===== config.mk =====
export PLATFORM = sky130hd
export DESIGN_NAME = gpio_port_bank
export DESIGN_NICKNAME = d
export VERILOG_FILES = /design/src/rtl/gpio_pkg.sv /design/src/rtl/gpio_alias_reg.sv /design/src/rtl/gpio_sync2.sv /design/src/rtl/gpio_port_bank.sv
export SDC_FILE = /design/constraint.sdc
export NUM_CORES = 1
export LEC_CHECK = 0
export BUFFER_PORTS_ARGS = -buffer_cell sky130_fd_sc_hd__buf_2
export CORE_MARGIN = 5
export CORE_UTILIZATION = 56
export CTS_CLUSTER_SIZE = 30
export DETAILED_ROUTE_END_ITERATION = 8
export HOLD_SLACK_MARGIN = 0.15
export PLACE_DENSITY = 0.8
export SYNTH_ARGS = -nofsm -noshare
export SYNTH_HDL_FRONTEND = slang
export SYNTH_HIERARCHICAL = 1
export SYNTH_SLANG_ARGS = --single-unit

===== constraint.sdc =====
create_clock -name clk -period 1.7 [get_ports clk]
set_clock_uncertainty 0.15 [all_clocks]
set_input_delay 0.085 -clock clk [delete_from_list [all_inputs] [get_ports clk]]
set_output_delay 0.085 -clock clk [all_outputs]
set_load 0.005 [all_outputs]

===== src/rtl/gpio_pkg.sv =====
package gpio_pkg;
  localparam int PINS_PER_PORT = 16;
  localparam int NUM_CTRL      = 4;

  typedef enum logic [1:0] {
    AL_BASE = 2'd0,
    AL_SET  = 2'd1,
    AL_CLR  = 2'd2,
    AL_RSVD = 2'd3
  } alias_e;

  typedef enum logic [2:0] {
    RK_DIR  = 3'd0,
    RK_DOUT = 3'd1,
    RK_DATA = 3'd2,
    RK_IE   = 3'd3,
    RK_SMT  = 3'd4
  } kind_e;

  function automatic kind_e ctrl_kind(input int idx);
    case (idx)
      0:       return RK_DIR;
      1:       return RK_DOUT;
      2:       return RK_IE;
      default: return RK_SMT;
    endcase
  endfunction
endpackage


===== src/rtl/gpio_alias_reg.sv =====
module gpio_alias_reg
  import gpio_pkg::*;
#(
  parameter int W        = 16,
  parameter bit RST_ONES = 1'b0
) (
  input  logic         clk,
  input  logic         rst_n,
  input  logic         wr_en,
  input  alias_e       op,
  input  logic [W-1:0] wdata,
  output logic [W-1:0] q
);
  always_ff @(posedge clk or negedge rst_n) begin
    if (!rst_n) begin
      q <= {W{RST_ONES}};
    end else if (wr_en) begin
      case (op)
        AL_BASE: q <= wdata;
        AL_SET:  q <= q | wdata;
        AL_CLR:  q <= q & ~wdata;
        default: q <= q;
      endcase
    end
  end

  p_set_or_r2: assert property (@(posedge clk) disable iff (!rst_n)
    (wr_en && op == AL_SET) |=> (q == ($past(q) | $past(wdata))));

  p_clr_and_r3: assert property (@(posedge clk) disable iff (!rst_n)
    (wr_en && op == AL_CLR) |=> (q == ($past(q) & ~$past(wdata))));

  p_hold_r4: assert property (@(posedge clk) disable iff (!rst_n)
    (!wr_en) |=> $stable(q));
endmodule


===== src/rtl/gpio_sync2.sv =====
module gpio_sync2 #(
  parameter int W = 32
) (
  input  logic         clk,
  input  logic         rst_n,
  input  logic [W-1:0] d,
  output logic [W-1:0] q
);
  logic [W-1:0] stage1;

  always_ff @(posedge clk or negedge rst_n) begin
    if (!rst_n) begin
      stage1 <= '0;
      q      <= '0;
    end else begin
      stage1 <= d;
      q      <= stage1;
    end
  end
endmodule


===== src/rtl/gpio_port_bank.sv =====
module gpio_port_bank
  import gpio_pkg::*;
#(
  parameter int NUM_PORTS = 2,
  localparam int W      = PINS_PER_PORT,
  localparam int NPINS  = NUM_PORTS * W,
  localparam int PORT_W = (NUM_PORTS > 1) ? $clog2(NUM_PORTS) : 1,
  localparam int ADDR_W = 3 + PORT_W + 2
) (
  input  logic              clk,
  input  logic              rst_n,
  input  logic [ADDR_W-1:0] bus_addr,
  input  logic              bus_we,
  input  logic [W-1:0]      bus_wdata,
  output logic [W-1:0]      bus_rdata,
  input  logic [NPINS-1:0]  pad_in,
  output logic [NPINS-1:0]  pad_out,
  output logic [NPINS-1:0]  pad_oe,
  output logic [NPINS-1:0]  pad_ie,
  output logic [NPINS-1:0]  pad_smt
);
  alias_e            sel_alias;
  logic [2:0]        sel_kind;
  logic [PORT_W-1:0] sel_port;
  logic              port_ok;
  logic [PORT_W-1:0] port_idx;
  logic              wr_ok;

  assign sel_alias = alias_e'(bus_addr[1:0]);
  assign sel_port  = bus_addr[2 +: PORT_W];
  assign sel_kind  = bus_addr[ADDR_W-1 -: 3];
  assign port_ok   = ({1'b0, sel_port} < (PORT_W+1)'(NUM_PORTS));
  assign port_idx  = port_ok ? sel_port : '0;
  assign wr_ok     = bus_we && port_ok && (sel_alias != AL_RSVD);

  logic [W-1:0]     ctrl_q [NUM_PORTS][NUM_CTRL];
  logic [NPINS-1:0] pad_sync;

  for (genvar gp = 0; gp < NUM_PORTS; gp++) begin : g_port
    for (genvar gr = 0; gr < NUM_CTRL; gr++) begin : g_reg
      localparam kind_e K = ctrl_kind(gr);
      logic hit;
      assign hit = wr_ok && (sel_port == PORT_W'(gp)) && (sel_kind == K);

      gpio_alias_reg #(
        .W        (W),
        .RST_ONES (K == RK_IE)
      ) u_reg (
        .clk   (clk),
        .rst_n (rst_n),
        .wr_en (hit),
        .op    (sel_alias),
        .wdata (bus_wdata),
        .q     (ctrl_q[gp][gr])
      );
    end

    assign pad_oe [gp*W +: W] = ctrl_q[gp][0];
    assign pad_out[gp*W +: W] = ctrl_q[gp][1];
    assign pad_ie [gp*W +: W] = ctrl_q[gp][2];
    assign pad_smt[gp*W +: W] = ctrl_q[gp][3];
  end

  gpio_sync2 #(.W(NPINS)) u_sync (
    .clk   (clk),
    .rst_n (rst_n),
    .d     (pad_in),
    .q     (pad_sync)
  );

  always_comb begin
    logic [W-1:0] dir_w;
    logic [W-1:0] lat_w;
    logic [W-1:0] pin_w;
    dir_w     = ctrl_q[port_idx][0];
    lat_w     = ctrl_q[port_idx][1];
    pin_w     = pad_sync[port_idx*W +: W];
    bus_rdata = '0;
    if (port_ok && sel_alias != AL_RSVD) begin
      case (sel_kind)
        RK_DIR:  bus_rdata = dir_w;
        RK_DOUT: bus_rdata = lat_w;
        RK_DATA: bus_rdata = (dir_w & lat_w) | (~dir_w & pin_w);
        RK_IE:   bus_rdata = ctrl_q[port_idx][2];
        RK_SMT:  bus_rdata = ctrl_q[port_idx][3];
        default: bus_rdata = '0;
      endcase
    end
  end

  logic [1:0] warm;
  always_ff @(posedge clk or negedge rst_n) begin
    if (!rst_n)          warm <= '0;
    else if (warm != 2'd2) warm <= warm + 2'd1;
  end

  p_sync_lat_r8: assert property (@(posedge clk) disable iff (!rst_n)
    (warm == 2'd2) |-> (pad_sync == $past(pad_in, 2)));

  p_rst_vals_r9: assert property (@(posedge clk)
    (!rst_n) |=> (pad_oe == '0 && pad_out == '0 && pad_ie == '1 && pad_smt == '0));
endmodule


==> flow_summary.ini <==
[critical_path]
cp_max_fo = 1
crit_required_ns = 1.46
end_kind = primary output
worst_path_largest_cell_delay_ns = 0.47
cp_cell_sequence = mux2i_4, buf_4, mux2i_1, a211oi_1, nor2_1, buf_2
cp-start-kind = flop
crit_type = reg2out
cp_slowest_cell = dfrtp_2
cp.arrival_ns = 2.03
cp_top_family = flip-flops
critPathBufInv = 2

[layout]
multiInputGateArea_um2 = 5540
drive_gt1_share_pct = 38.8
utilization_pct = 79.0
final_cell_mix = a21oi_1, buf_2, dfrtp_1
area_growth_pct = 38.1
antenna_cells = 0
fin_cells = 1705
final_common_cell = a21oi_1
fin_nets = 1513
n_fill_cell = 1066
layout.area.seq_um2 = 4850

[timing]
max_slew.worst_pin.slew_ns = 0.654
clock.fmax_mhz = 441
fin_crit_ns = 2.27
fin_crit_sh_pct = 133
fin_ws_ns = -0.568
hold_violations = 0
setup_viol = 16
final.setup.tns_ns = -6.01
rsz0062_at_grt = yes
finalMaxSlewViolations = 0
slew_headroom_pct = 56.4

[die]
ios = 201
die_w_um = 149
core_um2 = 18800
initial_utilization_pct = 57.2
die_h_um = 149
die-area_um2 = 22100
rows = 50

[route]
vias_per_cell = 6.45
drtPass1Iterations = 6
drc_errors = 0
wire_per_inst_um = 24.4
routed_wl_um = 41700
dr_total_vias = 11000
ant_nets = 0
drt_iter0_markers = 1500

[clock_tree]
htree_levels = 4
clk_path_buf_depth = 2
root_buffer = clkbuf_16
cts-buffers-inserted = 17
clk_pin_slew_ns = 0.08
tritoncts = done
clkLatencyLatePin_ns = 0.45
cts.sinks = 192

[yosys]
synth_edf_count = 0
synth_cell_types = 26
yosysTopAreaCellShare_pct = 37.1
async_reset_ff_share_pct = 100
syn_area_per_cell_um2 = 10.4
seq_area_frac_synth_pct = 44.9
syn_area_um2 = 10800
syn-instance-count = 1036
synth_top_cell_by_area = dfrtp_1
ys.flop_type = dfrtp_1
ys_top_cells_by_area = dfrtp_1, a21oi_1, mux2i_1
synth.yosys.warnings = 6
synthesis.nets = 1117
synth-seq-cells = 192

[power]
ir_worst_vdd_mv = 0.832
finalPower_mw = 15.8
p_per_area_nw_per_um2 = 1060
leakagePower_nw = 7.17

[place]
gp_congestion = 0.930
io_buffers = 200
dpl_worst_slack_ns = -0.212
dpl.hpwl_um = 24800
dpl.cell_count = 1551

[global_route]
grt_max_degree = 54
grt_use_total_pct = 36.1
overflow = 0
antenna_found_initial = 0
grt_pass1_wl_um = 61200
grt_pass1_vias = 10500

[min_path]
min-delay-path-class = reg2reg

[run]
drv_cap = 0

[run_status]
violations = setup timing
outcome = finished, violations left
worst register-to-register path: stages (launching register included):
cell and delay, ns:
dfrtp_1 0.41, buf_4 0.16, a21oi_1 0.23, a21oi_1 0.11
Yosys cell counts (all sizes together), types with 9 or more instances:
| library cell | count |
|---|---|
| dfstp | 32 |
| and2b | 72 |
| o22ai | 152 |
| nor2b | 56 |
| ha | 24 |
| inv | 24 |
| mux2i | 96 |
| a211oi | 16 |
| clkbuf | 10 |
| buf | 72 |
| nor2 | 32 |
| or3 | 9 |
| nand2 | 10 |
| dfrtp | 160 |
| a21oi | 248 |
state kept, by name, indices dropped and copies added (netlist names):
signal and cells:
g_port.g.u_reg/q 128, u_sync/q 32, u_sync/stage1 32
stage by stage:
step                hold WS, ns  cell area (µm²)
floorplan                -0.361            10800
global placement        -0.0984            12900
detailed placement      -0.0970            12900
CTS                       0.165            14700
global route              0.212            14900
finish                    0.203            14900
routing by layer:
layer	share of wire (%)	global-route usage [%]
met3	11	9.30
met4	7.4	20.5
met1	35	44.1
met2	46	58.2
met5	0	0
final cells by class:
cell class	instances	area share, %
Multi-Input combinational cell	738	37.2
Inverter	24	0.605
Tap cell	260	2.19
Timing Repair Buffer	459	23.4
Clock inverter	15	1.13
Sequential cell	192	32.6
Clock buffer	17	2.86
report_power, final:
group,switching (mW),internal [mW],total (mW)
Combinational,2.79,2.61,5.40
Sequential,0.783,5.48,6.26
Clock,2.12,1.98,4.10
Total,5.69,10.1,15.8
logic make-up (layout without fill, tap and decap cells):
group | Yosys count | count (layout) | synth area share (%)
buf+inv | 106 | 515 | 6.05
compound gates | 425 | 425 | 26.1
mux | 96 | 96 | 8.91
simple gates | 193 | 193 | 11.2
fa+ha+maj | 24 | 24 | 2.79
flops | 192 | 192 | 44.9
what timing repair did:
action	4_1_cts	5_1_grt
pin swaps	20	16
hold buffers	82	0
resized for setup	20	27
setup endpoints to repair	16	16
hold endpoints to repair	340	0
setup buffers	34	7
path summary, 6_finish.rpt:
| check | start | end | slack, ns | cells past startpoint |
|---|---|---|---|---|
| worst max register to register | g_port[1].g_reg[3].u_reg/q[2] | g_port[1].g_reg[3].u_reg/q[2] | 0.52 | 3 |
| worst min register to register | u_sync/stage1[26] | u_sync/q[26] | 0.20 | 0 |
| min in group asynchronous | rst_n | g_port[0].g_reg[3].u_reg/q[15] | 0.52 | 3 |
| worst min-delay path | u_sync/stage1[26] | u_sync/q[26] | 0.20 | 0 |
| worst max-delay path | u_sync/q[8] | bus_rdata[8] | -0.57 | 6 |
| max in group asynchronous | rst_n | g_port[0].g_reg[2].u_reg/q[0] | 0.24 | 4 |
(Power assumes the default switching activity.)
